<file path="config.mk">
export PLATFORM = sky130hd
export DESIGN_NAME = lane_sel_top
export DESIGN_NICKNAME = d
export VERILOG_FILES = /design/src/rtl/lane_sel_pkg.sv /design/src/rtl/lane_decode.sv /design/src/rtl/wr_steer.sv /design/src/rtl/rd_steer.sv /design/src/rtl/lane_sel_top.sv
export SDC_FILE = /design/constraint.sdc
export NUM_CORES = 1
export LEC_CHECK = 0
export ABC_AREA = 1
export BUFFER_PORTS_ARGS = -buffer_cell sky130_fd_sc_hd__buf_2
export CAP_MARGIN = 20
export CORE_UTILIZATION = 50
export CTS_CLUSTER_SIZE = 14
export DETAILED_ROUTE_END_ITERATION = 10
export PLACE_DENSITY = 0.89
export REMOVE_ABC_BUFFERS = 1
export SYNTH_ARGS = -nofsm -noshare
export SYNTH_HDL_FRONTEND = slang
export SYNTH_SLANG_ARGS = --single-unit
export TNS_END_PERCENT = 5
</file>
<file path="constraint.sdc">
create_clock -name clk -period 3.87 [get_ports clk]
set_clock_uncertainty 0.2 [all_clocks]
set_input_delay 0.5805 -clock clk [delete_from_list [all_inputs] [get_ports clk]]
set_output_delay 0.5805 -clock clk [all_outputs]
set_load 0.01 [all_outputs]
</file>
<file path="src/rtl/lane_sel_pkg.sv">
package lane_sel_pkg;

    localparam int ADDR_W    = 16;
    localparam int LANES     = 4;
    localparam int LANE_W    = 8;
    localparam int DATA_W    = LANES * LANE_W;
    localparam int OFS_W     = $clog2(LANES);
    localparam int CNT_W     = OFS_W + 1;
    localparam int FIXED_W   = 8;

    typedef enum logic [1:0] {
        XFER_BYTE = 2'd0,
        XFER_HALF = 2'd1,
        XFER_WORD = 2'd2,
        XFER_RSVD = 2'd3
    } xfer_size_e;

    typedef struct packed {
        logic              valid;
        logic              write;
        logic              io;
        xfer_size_e        size;
        logic [ADDR_W-1:0] addr;
        logic [DATA_W-1:0] wdata;
        logic [DATA_W-1:0] rdata;
    } req_t;

    // Bytes moved by a size code; zero marks the reserved code.
    function automatic logic [CNT_W-1:0] size_bytes(xfer_size_e s);
        case (s)
            XFER_BYTE: size_bytes = CNT_W'(1);
            XFER_HALF: size_bytes = CNT_W'(2);
            XFER_WORD: size_bytes = CNT_W'(LANES);
            default:   size_bytes = '0;
        endcase
    endfunction

    // Low-address mask that must be clear for an aligned access.
    function automatic logic [OFS_W-1:0] align_mask(logic [CNT_W-1:0] n);
        logic [CNT_W-1:0] m;
        m = n - CNT_W'(1);
        align_mask = m[OFS_W-1:0];
    endfunction

endpackage

</file>
<file path="src/rtl/lane_decode.sv">
module lane_decode
    import lane_sel_pkg::*;
(
    input  logic             valid,
    input  xfer_size_e       size,
    input  logic [OFS_W-1:0] ofs,
    output logic [LANES-1:0] en,
    output logic             err,
    output logic             active,
    output logic [CNT_W-1:0] nbytes
);

    logic             misalign;
    logic [OFS_W-1:0] mask;

    always_comb begin
        nbytes   = size_bytes(size);
        mask     = align_mask(nbytes);
        misalign = (nbytes == '0) || ((ofs & mask) != '0);
        err      = valid && misalign;
        active   = valid && !misalign;
    end

    // One comparator pair per bank: inside [ofs, ofs + nbytes).
    for (genvar i = 0; i < LANES; i++) begin : g_lane_en
        logic [CNT_W:0] lo;
        logic [CNT_W:0] hi;
        assign lo    = {{(CNT_W+1-OFS_W){1'b0}}, ofs};
        assign hi    = lo + {1'b0, nbytes};
        assign en[i] = active && ((CNT_W+1)'(i) >= lo) && ((CNT_W+1)'(i) < hi);
    end

endmodule

</file>
<file path="src/rtl/wr_steer.sv">
module wr_steer
    import lane_sel_pkg::*;
(
    input  logic              drive,
    input  logic [CNT_W-1:0]  nbytes,
    input  logic [DATA_W-1:0] cpu_data,
    output logic [DATA_W-1:0] lane_data
);

    logic [OFS_W-1:0] mask;
    assign mask = align_mask(nbytes);

    // Lane j takes processor byte (j mod n); n is a power of two.
    for (genvar j = 0; j < LANES; j++) begin : g_wr_lane
        logic [OFS_W-1:0] src;
        assign src = OFS_W'(j) & mask;
        assign lane_data[j*LANE_W +: LANE_W] =
            drive ? cpu_data[src*LANE_W +: LANE_W] : '0;
    end

endmodule

</file>
<file path="src/rtl/rd_steer.sv">
module rd_steer
    import lane_sel_pkg::*;
(
    input  logic              drive,
    input  logic [OFS_W-1:0]  ofs,
    input  logic [CNT_W-1:0]  nbytes,
    input  logic [DATA_W-1:0] bank_data,
    output logic [DATA_W-1:0] cpu_data
);

    // Processor byte k comes from bank (ofs + k) while k < n, else zero.
    for (genvar k = 0; k < LANES; k++) begin : g_rd_lane
        logic [OFS_W-1:0] src;
        logic             used;
        assign src  = ofs + OFS_W'(k);
        assign used = drive && (CNT_W'(k) < nbytes);
        assign cpu_data[k*LANE_W +: LANE_W] =
            used ? bank_data[src*LANE_W +: LANE_W] : '0;
    end

endmodule

</file>
<file path="src/rtl/lane_sel_top.sv">
module lane_sel_top
    import lane_sel_pkg::*;
(
    input  logic              clk,
    input  logic              rst,
    input  logic              req_valid,
    input  logic              req_write,
    input  logic              req_io,
    input  logic [1:0]        req_size,
    input  logic [ADDR_W-1:0] req_addr,
    input  logic [DATA_W-1:0] cpu_wdata,
    input  logic [DATA_W-1:0] bank_rdata,
    output logic [LANES-1:0]  bank_en,
    output logic [DATA_W-1:0] bank_wdata,
    output logic [DATA_W-1:0] cpu_rdata,
    output logic              align_err,
    output logic [ADDR_W-1:0] io_last_port,
    output logic              io_fixed_ok
);

    req_t             req_q;
    logic             active;
    logic [CNT_W-1:0] nbytes;
    logic [OFS_W-1:0] ofs;

    always_ff @(posedge clk) begin
        if (rst) begin
            req_q <= '0;
        end else begin
            req_q.valid <= req_valid;
            req_q.write <= req_write;
            req_q.io    <= req_io;
            req_q.size  <= xfer_size_e'(req_size);
            req_q.addr  <= req_addr;
            req_q.wdata <= cpu_wdata;
            req_q.rdata <= bank_rdata;
        end
    end

    assign ofs = req_q.addr[OFS_W-1:0];

    lane_decode u_decode (
        .valid  (req_q.valid),
        .size   (req_q.size),
        .ofs    (ofs),
        .en     (bank_en),
        .err    (align_err),
        .active (active),
        .nbytes (nbytes)
    );

    wr_steer u_wr (
        .drive     (active && req_q.write),
        .nbytes    (nbytes),
        .cpu_data  (req_q.wdata),
        .lane_data (bank_wdata)
    );

    rd_steer u_rd (
        .drive     (active && !req_q.write),
        .ofs       (ofs),
        .nbytes    (nbytes),
        .bank_data (req_q.rdata),
        .cpu_data  (cpu_rdata)
    );

    // Consecutive byte-port run for I/O accesses.
    always_comb begin
        if (active && req_q.io) begin
            io_last_port = req_q.addr + ADDR_W'(nbytes) - ADDR_W'(1);
            io_fixed_ok  = (req_q.addr[ADDR_W-1:FIXED_W] == '0);
        end else begin
            io_last_port = '0;
            io_fixed_ok  = 1'b0;
        end
    end

    a_r2_byte_single: assert property (@(posedge clk) disable iff (rst)
        (req_q.valid && req_q.size == XFER_BYTE) |-> $onehot(bank_en));

    a_r3_half_pair: assert property (@(posedge clk) disable iff (rst)
        (req_q.valid && req_q.size == XFER_HALF && !align_err) |-> ($countones(bank_en) == 2));

    a_r4_word_all: assert property (@(posedge clk) disable iff (rst)
        (req_q.valid && req_q.size == XFER_WORD && !align_err) |-> (bank_en == '1));

    a_r5_err_no_bank: assert property (@(posedge clk) disable iff (rst)
        align_err |-> (bank_en == '0 && bank_wdata == '0 && cpu_rdata == '0));

    a_r6_idle_quiet: assert property (@(posedge clk) disable iff (rst)
        !req_q.valid |-> (bank_en == '0 && !align_err));

    a_r9_mem_no_port: assert property (@(posedge clk) disable iff (rst)
        !req_q.io |-> (io_last_port == '0 && !io_fixed_ok));

endmodule

</file>
---- Word level (Yosys, flattened, before mapping) ----
Index checks and enable logic that the tools add are counted.
word-level totals
  memories kept ........................... 0
  bits in registers ....................... 85
  word-level logic and storage cells ...... 71
  RAM bits ................................ 0
  ROM bits ................................ 0
  latch bits .............................. 0
  output and inout bits ................... 86
operators by class
  order comparisons ....................... 12
  mux-type cells .......................... 11
  eq/ne operators ......................... 2
  $add $sub $neg .......................... 7
  multipliers ............................. 0
  bitwise logic cells ..................... 1
  shift operators ......................... 7
  divide/modulo/power cells ............... 0
  reduce and logical (&&, ||, !) cells .... 24
operator list
  cell                                                                                 count
  32-bit by 6-bit variable part select with 8-bit output                               6
  8-bit two-way mux                                                                    8
  32-bit by 5-bit variable part select with 8-bit output                               1
  1-bit logical AND                                                                    17
  16-bit by 3-bit adder with 16-bit output                                             1
  16-bit two-way mux                                                                   1
  16-bit by 1-bit subtractor with 16-bit output (second input constant)                1
  3-bit one-hot mux with 3 select lines                                                1
  8-bit zero test                                                                      1
  1-bit by 4-bit < comparator with 1-bit output (first input constant)                 2
  2-bit by 4-bit < comparator with 1-bit output (first input constant)                 2
  1-bit by 3-bit < comparator with 1-bit output (first input constant)                 2
  2-bit by 3-bit < comparator with 1-bit output (first input constant)                 2
  2-bit adder (second input constant)                                                  2
  2-bit by 3-bit adder with 4-bit output                                               1
  1-bit by 2-bit greater-or-equal comparator with 1-bit output (first input constant)  2
  2-bit greater-or-equal comparator (first input constant)                             2
  3-bit zero test                                                                      1
  2-bit by 1-bit adder with 2-bit output (second input constant)                       1
  2-bit AND                                                                            1
  2-bit by 1-bit == test with 1-bit output (second input constant)                     1
  2-bit == test (second input constant)                                                1
  1-bit zero test                                                                      2
  2-bit zero test                                                                      1
  other kinds (4)                                                                      4

---- Depth between registers and ports, before layout ----
Gate-level depths: netlist (run 1).
  word-level depth ........................ 11
  gate-level depth with buffers ........... 18

---- Hierarchy ----
From an unflattened synthesis (run 1), not the netlist that was laid out.
unflattened totals
  cells, all modules ...................... 950
  area total of the unflattened synthesis .. 5,579.1 µm²
by module, submodules not included
  module        instances  area each (µm²)  seq. area each (µm²)  cells each
  lane_sel_top  1          3,458.3          1,701.6               483
  rd_steer      1          1,181.1          0.0                   283
  wr_steer      1          698.2            0.0                   144
  lane_decode   1          241.5            0.0                   40

---- Worst setup path after synthesis (run 1) ----
Ideal clock, no wire load.
  path type ............................... register to output
  start ................................... register req_q (netlist bit ofs[1])
  end ..................................... output port io_last_port[11]
  stages on the path, launching flop included .. 17
  arrival time ............................ 2.533 ns
  setup slack ............................. 0.556 ns
  path buffers ............................ 2
  data required time ...................... 3.089 ns
  cell sequence ........................... dfxtp_1 -> buf_4 -> clkinv_1 -> clkbuf_1 -> ha_1 -> inv_1 -> ha_1 -> fa_1 -> nand2_1 -> nand2_1 -> nand3_1 -> nand2_1 -> nand2_1 -> nand2_1 -> nand2_1 -> nand2_1 -> nor2_1
between the ends
  longest elaborated chain between the ends .. 7
  elaborated cells between the ends (all ways) .. 9
  those cells by class .................... add/sub: 2; mux: 1; bitwise: 1; reduce/logical: 5
ends and longest elaborated chain
  what                                                                              RTL line            text
  from (decl)                                                                       lane_sel_top.sv:21  req_t req_q;
  branches (longest 6 deep; another with 16-bit by 3-bit adder with 16-bit output)  -
  16-bit two-way mux (*)                                                            lane_sel_top.sv:69  if (active && req_q.io) begin
  to (decl)                                                                         lane_sel_top.sv:17  output logic [ADDR_W-1:0] io_last_port,
Every way passes the cells marked *.

---- Final worst setup path (run 1) ----
  start ................................... register req_q[81] (netlist name)
  end ..................................... output port io_last_port[11]
between the ends
  longest elaborated chain between the ends .. 10
  elaborated cells between the ends (all ways) .. 15
  those cells by class .................... add/sub: 3; eq/ne: 2; mux: 2; bitwise: 1; reduce/logical: 7
ends and longest elaborated chain
  what                                                                              RTL line            text
  2-bit == test (tied with other cells)                                             lane_sel_pkg.sv:30  case (s)
  3-bit one-hot mux with 3 select lines (*)                                         lane_sel_pkg.sv:30
  branches (longest 7 deep; another with 16-bit by 3-bit adder with 16-bit output)  -
  16-bit two-way mux (*)                                                            lane_sel_top.sv:69
Marked as above.

==> metrics.md, run 1 <==
| Metric | Value |
|---|---|
| First-pass GRT wire length | `20.67 mm` |
| Peak VDD IR | `0.2224 mV` |
| Layout area overhead | `21.95%` |
| Critical path endpoint category | `output pin` |
| # setup viols final | `0` |
| H-tree levels | `3` |
| Mapped Cells | `832` |
| # hold bufs at CTS | `0` |
| Die area | `10750 um2` |
| Max frequency | `277.9 MHz` |
| Pwr Total | `2.048 mW` |
| Hold slack | `0.2203 ns` |
| Row count | `36` |
| # IOs | `173` |
| Core area | `9910 um2` |
| Commonest non-fill, non-tap cell in the layout | `inv_1` |
| IO Port Bufs | `172` |
| Dpl cells | `1114` |
| Largest net degree at the start of global routing | `47` |
| DR pass1 iterations | `5` |
| Antenna violations before repair | `0` |
| CP Max Fanout | `4` |
| Max Cap Viol | `0` |
| Vias in the first global route | `4885` |
| Worst hold path type | `primary input to register` |
| Least-Margin Pin Slew | `0.6381 ns` |
| Power per cell area | `324.9 nW/um2` |
| Core Util, Final | `0.6362` |
| Slowest cell on crit path | `fa_2` |
| Reg clk slew, reported paths | `0.08 ns` |
| WHS Path Cells | `3` |
| Antenna-violating nets left | `0` |
| Crit share post-route | `0.9299` |
| Status | `finished clean` |
| N_diodes | `0` |
| CP Cell Sequence | `inv_1, ha_2, clkinv_1, ha_1, inv_1, ha_1, fa_2, nand2_1, nand2_1, nand3_1, nand2_1, nand2_1, nand2_1, nand2_1, nand2_1, nor2_1, buf_2` |
| Number of vias per cell | `4.651` |
| Leak | `3.763 nW` |
| Placer Congestion | `0.8850` |
| Most frequent CP cell | `nand2_1` |
| Starting Density | `0.5217` |
| Post-Layout Cell Count | `1129` |
| Top_reg_cell synth | `dfxtp_1` |
| Root Buffer Master | `clkbuf_8` |
| WL/cell | `11.05 um` |
| Post-DP HPWL | `9.718 mm` |
| Slew Limit Fails | `0` |
| Hold path start | `cpu_wdata[11]` |
| Min cycle time layout | `3.599 ns` |
| Async set-reset flop share out of synthesis | `0` |
| Hold Path End | `req_q[43]` |
| Detailed Route WL | `12.47 mm` |
| Final #Nets | `1113` |
| DRT iter0 DRCs | `190` |
| Final Hold Viols | `0` |
| Critical Path Start Type | `register` |
| Max_slew headroom | `0.5746` |
| Gr ovfl total | `0` |
| Max Root-Sink Buffers | `2` |
| Critical path class | `register to output pin` |
| Yosys Warn Count | `0` |
| Via count | `5251` |
| Seq/Total Area, Yosys | `0.3291` |
| Worst Path Arrival | `2.82 ns` |
| Sum of negative setup slack | `0 ns` |
| DR DRC count | `0` |
| Die Span Y | `103.7 um` |
| Die width | `103.7 um` |
| Clk sinks | `85` |
| Post-synthesis instance area | `5170 um2` |
| RSZ-0062 raised after global routing | `no` |
| Share of layout cells above drive strength 1 | `0.2149` |
| Most frequent cells in the layout | `inv_1 (190), nor2_1 (177), buf_2 (172), nand2_1 (157), dfxtp_1 (85)` |
| GRT Overall Usage | `0.2363` |
| Worst Path Required | `3.09 ns` |
| Syn avg cell area | `6.214 um2` |
| CTS tree | `yes` |
| Unique masters post-synth | `33` |
| EDFF count, synth | `0` |
| CP max stage delay | `0.38 ns` |
| Yosys reg bits | `85` |
| TritonCTS buffer count | `9` |
## final cells by class
class                   instances  area [um2]
clock inverters                 5       58.81
repair buffers                179       913.4
flip-flops and latches         85        1702
fillers                       974        3605
inverters                     195       737.0
well taps                     133       166.4
clock buffers                  10       137.6
multi-input cells             522        2590
## worst max-delay path, delay by kind of cell (launching register included)
kind / cells / cell delay, ns
adders and majority gates: 4 / 1.14
buffers and inverters: 4 / 0.38
DFF: 1 / 0.34
and+or+nand+nor: 9 / 0.63
## layer usage
| metal | global-route usage | up-vias | wire length (um) |
|---|---|---|---|
| li1 | - | 2765 | - |
| met5 | 0 | - | 0 |
| met2 | 0.4147 | 164 | 6007 |
| met4 | 0.1265 | 0 | 427 |
| met1 | 0.2691 | 2282 | 5382 |
| met3 | 0.04846 | 40 | 657 |
## metrics by stage
stage	area (um2)	setup slack, ns
2_1_floorplan	5024	0.3172
3_3_place_gp	6103	0.6196
3_5_place_dp	6103	0.5145
4_1_cts	6300	0.1261
5_1_grt	6305	0.01896
6_report	6305	0.2713
## registers in the layout, indices dropped and copies added (netlist names)
name,flops
ofs,2
req_q,83
## Yosys cell counts, types with 2 or more instances
cell,count,share of area
inv_1,190,0.14
nor2_1,177,0.13
nand2_1,157,0.11
dfxtp_1,85,0.33
o21ai_0,78,0.076
ha_1,32,0.077
a21oi_1,22,0.021
clkbuf_1,21,0.015
nand3_1,18,0.017
o22ai_1,7,0.0085
nand2_4,4,0.0087
xnor2_1,4,0.0068
buf_2,3,0.0029
buf_6,3,0.0065
mux2i_1,3,0.0058
nor2_2,3,0.0036
or2_2,3,0.0036
buf_4,2,0.0029
clkinv_1,2,0.0015
fa_1,2,0.0077
inv_2,2,0.0015
nand2_2,2,0.0024
xor2_1,2,0.0034
## worst max path at each step
stage | from | end | slack [ns] | cells past startpoint
floorplan | ofs[1] | io_last_port[11] | 0.32 | 14
global placement | req_q[81] | io_last_port[11] | 0.62 | 17
detailed placement | req_q[81] | io_last_port[11] | 0.51 | 17
CTS | req_q[81] | io_last_port[11] | 0.13 | 17
global route | req_q[80] | bank_en[0] | 0.02 | 13
finish | req_q[81] | io_last_port[11] | 0.27 | 17
## cell families (layout without fill, tap and decap cells)
logic type / after synthesis / count (layout) / synth area share
AO/OA/AOI/OAI: 110 / 110 / 0.1096
XOR/XNOR: 7 / 7 / 0.01331
adder cells (fa/ha/maj): 34 / 34 / 0.08519
buffers and inverters: 225 / 389 / 0.1709
flip-flops: 85 / 85 / 0.3291
multiplexers: 3 / 3 / 0.005809
AND/OR/NAND/NOR: 368 / 368 / 0.2861
## where the power goes
group          switching [mW]  internal (mW)
Clock                   0.312          0.313
Combinational           0.297          0.184
Sequential             0.0207          0.921
## repair_timing
item	CTS	global route
hold endpoints to repair	0	0
setup endpoints to repair	0	4
setup buffers	0	0
resized for setup	0	2
Note: power is estimated with default switching activity, not from simulation.
==> run 2, diff against run 1 <==
CORE_UTILIZATION = 45   (was 50)
PLACE_DENSITY = 0.82   (was 0.89)
RECOVER_POWER = 25   (was unset)
SYNTH_HIERARCHICAL = 1   (was unset)
==> run 2 against run 1 <==
  * Clock power up 37%
  * Via count up 10%
  * First-iteration DRC count up 85%
  * Clock-buffer cell count unchanged
  * Combinational power about the same
  * Worst setup slack better by 0.027 ns
  * Sequential share of layout area down 1.9 points
  * Final cell count up 14%
  * Critical path type unchanged
==> metrics.md, run 2 <==
| Metric | Value |
|---|---|
| Status | `finished clean` |
| Layout area overhead | `21.66%` |
| N_diodes | `0` |
| Die area | `12850 um2` |
| CTS tree | `yes` |
| Max frequency | `280.0 MHz` |
| TritonCTS buffer count | `9` |
| Leak | `4.280 nW` |
| H-tree levels | `3` |
| Max reg flops | `83` |
| Antenna violations before repair | `1` |
| Worst hold path type | `primary input to register` |
| Antenna-violating nets left | `0` |
| Post-DP HPWL | `10.54 mm` |
| Least-Margin Pin Slew | `1.400 ns` |
| Placer Congestion | `0.9101` |
| Largest net degree at the start of global routing | `51` |
| Clk sinks | `85` |
| Max Root-Sink Buffers | `2` |
| Gr ovfl total | `0` |
| Commonest non-fill, non-tap cell in the layout | `nand2_1` |
| Top cell type's share of synthesized area | `0.3050` |
| Post-synthesis instance area | `5579 um2` |
| Top reg by flops | `req_q` |
| Row count | `40` |
| Critical path class | `register to output pin` |
| Die width | `113.3 um` |
| Synth area leader | `dfxtp_1` |
| Most frequent cells in the layout | `nand2_1 (266), inv_1 (225), nor2_1 (186), buf_2 (171), dfxtp_1 (84)` |
| Core Util, Final | `0.5628` |
| Via count | `5775` |
| Vias in the first global route | `5201` |
| CP Max Fanout | `5` |
| Syn avg cell area | `5.873 um2` |
| Number of vias per cell | `4.501` |
| Dpl cells | `1267` |
| GRT Overall Usage | `0.2285` |
| DR DRC count | `0` |
| Final Hold Viols | `0` |
| RSZ-0062 raised after global routing | `no` |
| Setup bufs post-CTS | `0` |
| Synth Area in Adders | `0.06100` |
| Peak VDD IR | `0.3020 mV` |
| Seq/Total Area, Yosys | `0.3050` |
| EDFF count, synth | `0` |
| WL/cell | `11.06 um` |
| Post-Synth Simple-Gate Area | `0.4097` |
| # setup viols final | `0` |
| # IOs | `173` |
| # hold bufs at CTS | `0` |
| First-pass GRT wire length | `23.21 mm` |
| Post-Layout Cell Count | `1283` |
| Power per cell area | `336.7 nW/um2` |
| Root Buffer Master | `clkbuf_16` |
| Complex-gate fraction of the synthesized area | `0.02736` |
| Mapped Cells | `950` |
| Worst Path Required | `3.09 ns` |
| Routed met3 length | `942 um` |
| Count leader, synth | `nand2_1` |
| IO Port Bufs | `172` |
| Ranking of synthesized cells by area | `dfxtp_1 (31%), nand2_1 (18%), inv_1 (15%)` |
| Crit share post-route | `0.9229` |
| Min cycle time layout | `3.572 ns` |
| Max Used Layer | `met5` |
| Die Span Y | `113.3 um` |
| Main combinational cell family by area after synthesis | `simple AND/OR/NAND/NOR gates` |
| Mux cell area share after synthesis | `0` |
| Critical Path Start Type | `register` |
| Yosys Warn Count | `6` |
| Met1 Wirelength | `6.212 mm` |
| Top post-synthesis cells by count | `nand2_1 (266), inv_1 (225), nor2_1 (187)` |
| Top_reg_cell synth | `dfxtp_1` |
| Worst Path Arrival | `2.79 ns` |
| Final #Nets | `1223` |
| Async set-reset flop share out of synthesis | `0` |
| Detailed Route WL | `14.19 mm` |
| Share of layout cells above drive strength 1 | `0.2036` |
| WHS Path Cells | `3` |
| Max Cap Viol | `0` |
| Critical path endpoint category | `output pin` |
| DR pass1 iterations | `7` |
| Slew Limit Fails | `0` |
| Met2 wire length | `6.661 mm` |
| DRT iter0 DRCs | `352` |
| Xor-xnor portion of the synthesized cell area | `0.003140` |
| Reg clk slew, reported paths | `0.06 ns` |
| Yosys reg bits | `85` |
| CP startpoint | `req_q[81]` |
| Core area | `12060 um2` |
| Hold Path End | `req_q[83]` |
| Hold path start | `req_write` |
| Max_slew headroom | `0.06690` |
| Starting Density | `0.4626` |
| Unique masters post-synth | `31` |
| FILL cells | `1199` |
## run 2: worst max-delay path by stage
stage,to,slack [ns],cells past startpoint
finish,io_last_port[11],0.30,16
global route,io_last_port[11],0.06,16
CTS,io_last_port[11],0.28,17
detailed placement,io_last_port[11],0.66,17
global placement,io_last_port[11],0.77,17
floorplan,bank_wdata[29],-0.34,14
## run 2: per-stage QoR
stage | instance area [um2] | worst slack (ns) | hold slack [ns] | power (mW) | TNS [ns]
after floorplan | 5379 | -0.3412 | 0.4517 | 1.288 | -5.397
after global placement | 6497 | 0.7657 | 0.5817 | 1.432 | 0
after detailed placement | 6497 | 0.6603 | 0.5852 | 1.444 | 0
after CTS | 6790 | 0.2767 | 0.2267 | 2.304 | 0
after global routing | 6788 | 0.05859 | 0.2297 | 2.424 | 0
final | 6788 | 0.2982 | 0.2353 | 2.285 | 0
## run 2: worst max-delay path, cell delays in order (launching register included)
cell and delay (ns):
dfxtp_1 0.42, inv_2 0.07, nor2_2 0.24, inv_1 0.08
ha_1 0.27, inv_1 0.06, fa_1 0.47, nand2_1 0.13
nand2_1 0.07, nand3_1 0.07, nand2_1 0.11, nand2_1 0.08
nand2_1 0.06, nand2_1 0.05, nand2_1 0.05, nor2_1 0.08
buf_2 0.13
## run 2: routing by layer
metal	GRT usage	up-vias
met5	0	-
met4	0.1079	2
met3	0.04821	27
met2	0.3955	202
met1	0.2695	2482
li1	-	3062
## run 2: report_power, final
| group | switching (mW) | total, mW | leakage, nW | internal (mW) |
|---|---|---|---|---|
| clock | 0.358 | 0.856 | 0.138 | 0.499 |
| combinational | 0.303 | 0.479 | 3.43 | 0.176 |
| sequential | 0.0265 | 0.949 | 0.709 | 0.923 |
## run 2: layout make-up
| class | instances | area [um2] | area share |
|---|---|---|---|
| sequential | 85 | 1703 | 0.2509 |
| timing repair buffer | 178 | 902.1 | 0.1329 |
| inverter | 232 | 880.8 | 0.1298 |
| clock inverter | 6 | 63.81 | 0.009401 |
| multi-input combinational | 604 | 2799 | 0.4123 |
| tap | 168 | 210.2 | 0.03097 |
| clock buffer | 10 | 229.0 | 0.03373 |
## run 2: timing repair
| item | CTS | global route |
|---|---|---|
| resized for setup | 0 | 1 |
| endpoints found under the setup margin | 0 | 1 |
| endpoints found under the hold margin | 0 | 0 |
## run 2: cells by family (layout without fill, tap and decap cells)
kind of cell / after synthesis / count (layout)
xor gates and xnor gates: 2 / 2
adders and majority gates: 26 / 26
AOI/OAI and AO/OA: 26 / 26
buffers and inverters: 261 / 426
DFF: 85 / 85
and+or+nand+nor: 550 / 550
==> run 3, diff against run 2 <==
BUFFER_PORTS_ARGS = -buffer_cell sky130_fd_sc_hd__buf_4   (was -buffer_cell sky130_fd_sc_hd__buf_2)
==> run 3 against run 2 <==
  * The run now ends with capacitance limit, slew limit left
  * Sequential power barely moved
  * Sequential share of layout area down 1.5 points
  * Fmax is 0.58% lower
  * Cell area is 6.5% higher
  * Global-route usage up 0.43 points
  * Utilization up 3.6 points
  * Critical path depth fell by 1
  * Die area unchanged
  * Critical path type unchanged
==> metrics.md, run 3 (same netlist as run 2, synthesis figures left out) <==
| Metric | Value |
|---|---|
| Die width | `113.3 um` |
| Placer Congestion | `0.8809` |
| Final Hold Viols | `0` |
| Crit share post-route | `0.9283` |
| Setup bufs post-CTS | `0` |
| DRT iter0 DRCs | `328` |
| Vias in the first global route | `5331` |
| Critical path endpoint category | `output pin` |
| GRT Overall Usage | `0.2328` |
| Slew Limit Fails | `86` |
| RSZ-0062 raised after global routing | `no` |
| WL/cell | `11.25 um` |
| Hold Path End | `req_q[44]` |
| Worst Path Required | `3.09 ns` |
| DR DRC count | `0` |
| Max frequency | `278.4 MHz` |
| Commonest non-fill, non-tap cell in the layout | `nand2_1` |
| Gr ovfl total | `0` |
| DR pass1 iterations | `5` |
| First-pass GRT wire length | `23.84 mm` |
| Number of vias per cell | `4.532` |
| N_diodes | `0` |
| Max Root-Sink Buffers | `2` |
| CTS resizes | `0` |
| Die area | `12850 um2` |
| TritonCTS buffer count | `9` |
| H-tree levels | `3` |
| Detailed Route WL | `14.43 mm` |
| Placed cell area | `6928 um2` |
| Core area | `12060 um2` |
| Post-Layout Cell Count | `1283` |
| Leak | `4.349 nW` |
| # setup viols final | `0` |
| Via count | `5815` |
| Least-Margin Pin Slew | `1.694 ns` |
| Core Util, Final | `0.5991` |
| Combinational share of power | `0.220` |
| Status | `finished with violations` |
| Layout area overhead | `29.51%` |
| Pwr Total | `2.333 mW` |
| Starting Density | `0.4626` |
| Cell-internal power | `1.634 mW` |
| Power per cell area | `322.8 nW/um2` |
| Antenna-violating nets left | `0` |
| Worst Path Arrival | `2.81 ns` |
| Max_slew headroom | `-0.1296` |
| Clk sinks | `85` |
| IO Port Bufs | `172` |
| Max reg flops | `83` |
| Reg clk slew, reported paths | `0.06 ns` |
| Largest net degree at the start of global routing | `86` |
| Post-DP HPWL | `10.81 mm` |
| Switching power | `0.6985 mW` |
| Peak VDD IR | `0.2216 mV` |
| Violated checks | `capacitance limit, slew limit` |
| CTS tree | `yes` |
| Most frequent cells in the layout | `nand2_1 (266), inv_1 (225), nor2_1 (186), buf_4 (177), dfxtp_1 (85)` |
| Row count | `40` |
| Min cycle time layout | `3.592 ns` |
| Root Buffer Master | `clkbuf_16` |
| Share of layout cells above drive strength 1 | `0.2045` |
| Hold path start | `cpu_wdata[12]` |
| Clk pwr share | `0.372` |
| Final Cell Area | `7226 um2` |
| Max Cap Viol | `1` |
| Dpl cells | `1267` |
| Die Span Y | `113.3 um` |
| # hold bufs at CTS | `0` |
| CP Max Fanout | `13` |
| Worst hold path type | `primary input to register` |
| Final #Nets | `1223` |
| Critical path class | `register to output pin` |
| WHS Path Cells | `3` |
| # IOs | `173` |
| Critical Path Start Type | `register` |
| Antenna violations before repair | `0` |
| Top reg by flops | `req_q` |
| Seq pwr share | `0.407` |
| Net Sw Frac | `0.2995` |
## run 3: per-layer routing
layer | global-route usage | vias up | wire [um]
met5 | 0 | - | 0
met4 | 0.09561 | 0 | 388
met3 | 0.05410 | 26 | 988
met2 | 0.3943 | 209 | 6892
met1 | 0.2842 | 2521 | 6161
li1 | - | 3059 | -
## run 3: worst max-delay path by stage
| stage | cells past startpoint | start | end |
|---|---|---|---|
| 6_report | 15 | ofs[1] | io_last_port[11] |
| 5_1_grt | 14 | req_q[80] | bank_wdata[21] |
| 4_1_cts | 15 | ofs[1] | io_last_port[11] |
| 3_5_place_dp | 15 | ofs[1] | io_last_port[11] |
| 3_3_place_gp | 15 | ofs[1] | io_last_port[11] |
| 2_1_floorplan | 14 | req_q[80] | bank_wdata[29] |
## run 3: worst max-delay path, cell delays in order, from the launching register on
cell and delay, ns:
dfxtp_1 0.62, inv_1 0.10, ha_1 0.29, inv_1 0.04, ha_1 0.21, fa_1 0.40
nand2_1 0.13, nand2_1 0.06, nand3_1 0.07, nand2_1 0.11, nand2_1 0.08, nand2_1 0.06
nand2_1 0.05, nand2_1 0.04, nor2_1 0.09, buf_4 0.12
## run 3: area by class of cell
class / count / area, um2
clock inverters: 7 / 75.07
multi-input cells: 604 / 2799
fillers: 1186 / 4836
well taps: 168 / 210.2
clock buffers: 9 / 225.2
inverters: 232 / 880.8
flip-flops and latches: 85 / 1702
repair buffers: 178 / 1334
## run 3: power groups by stage
stage | sequential (mW) | combinational (mW) | clock (mW)
final | 0.950 | 0.514 | 0.869
after global routing | 0.956 | 0.587 | 0.931
after CTS | 0.951 | 0.513 | 0.887
after detailed placement | 0.970 | 0.510 | 0
after global placement | 0.969 | 0.499 | 0
after floorplan | 0.967 | 0.321 | 0
## run 3: metrics by stage
stage                     hold WS [ns]  setup slack (ns)  setup TNS [ns]
final                           0.2415            0.2776               0
after global routing            0.2392           0.03088               0
after CTS                       0.2370            0.2632               0
after detailed placement        0.5877            0.6374               0
after global placement          0.5828            0.6849               0
after floorplan                 0.4517           -0.3412          -5.397
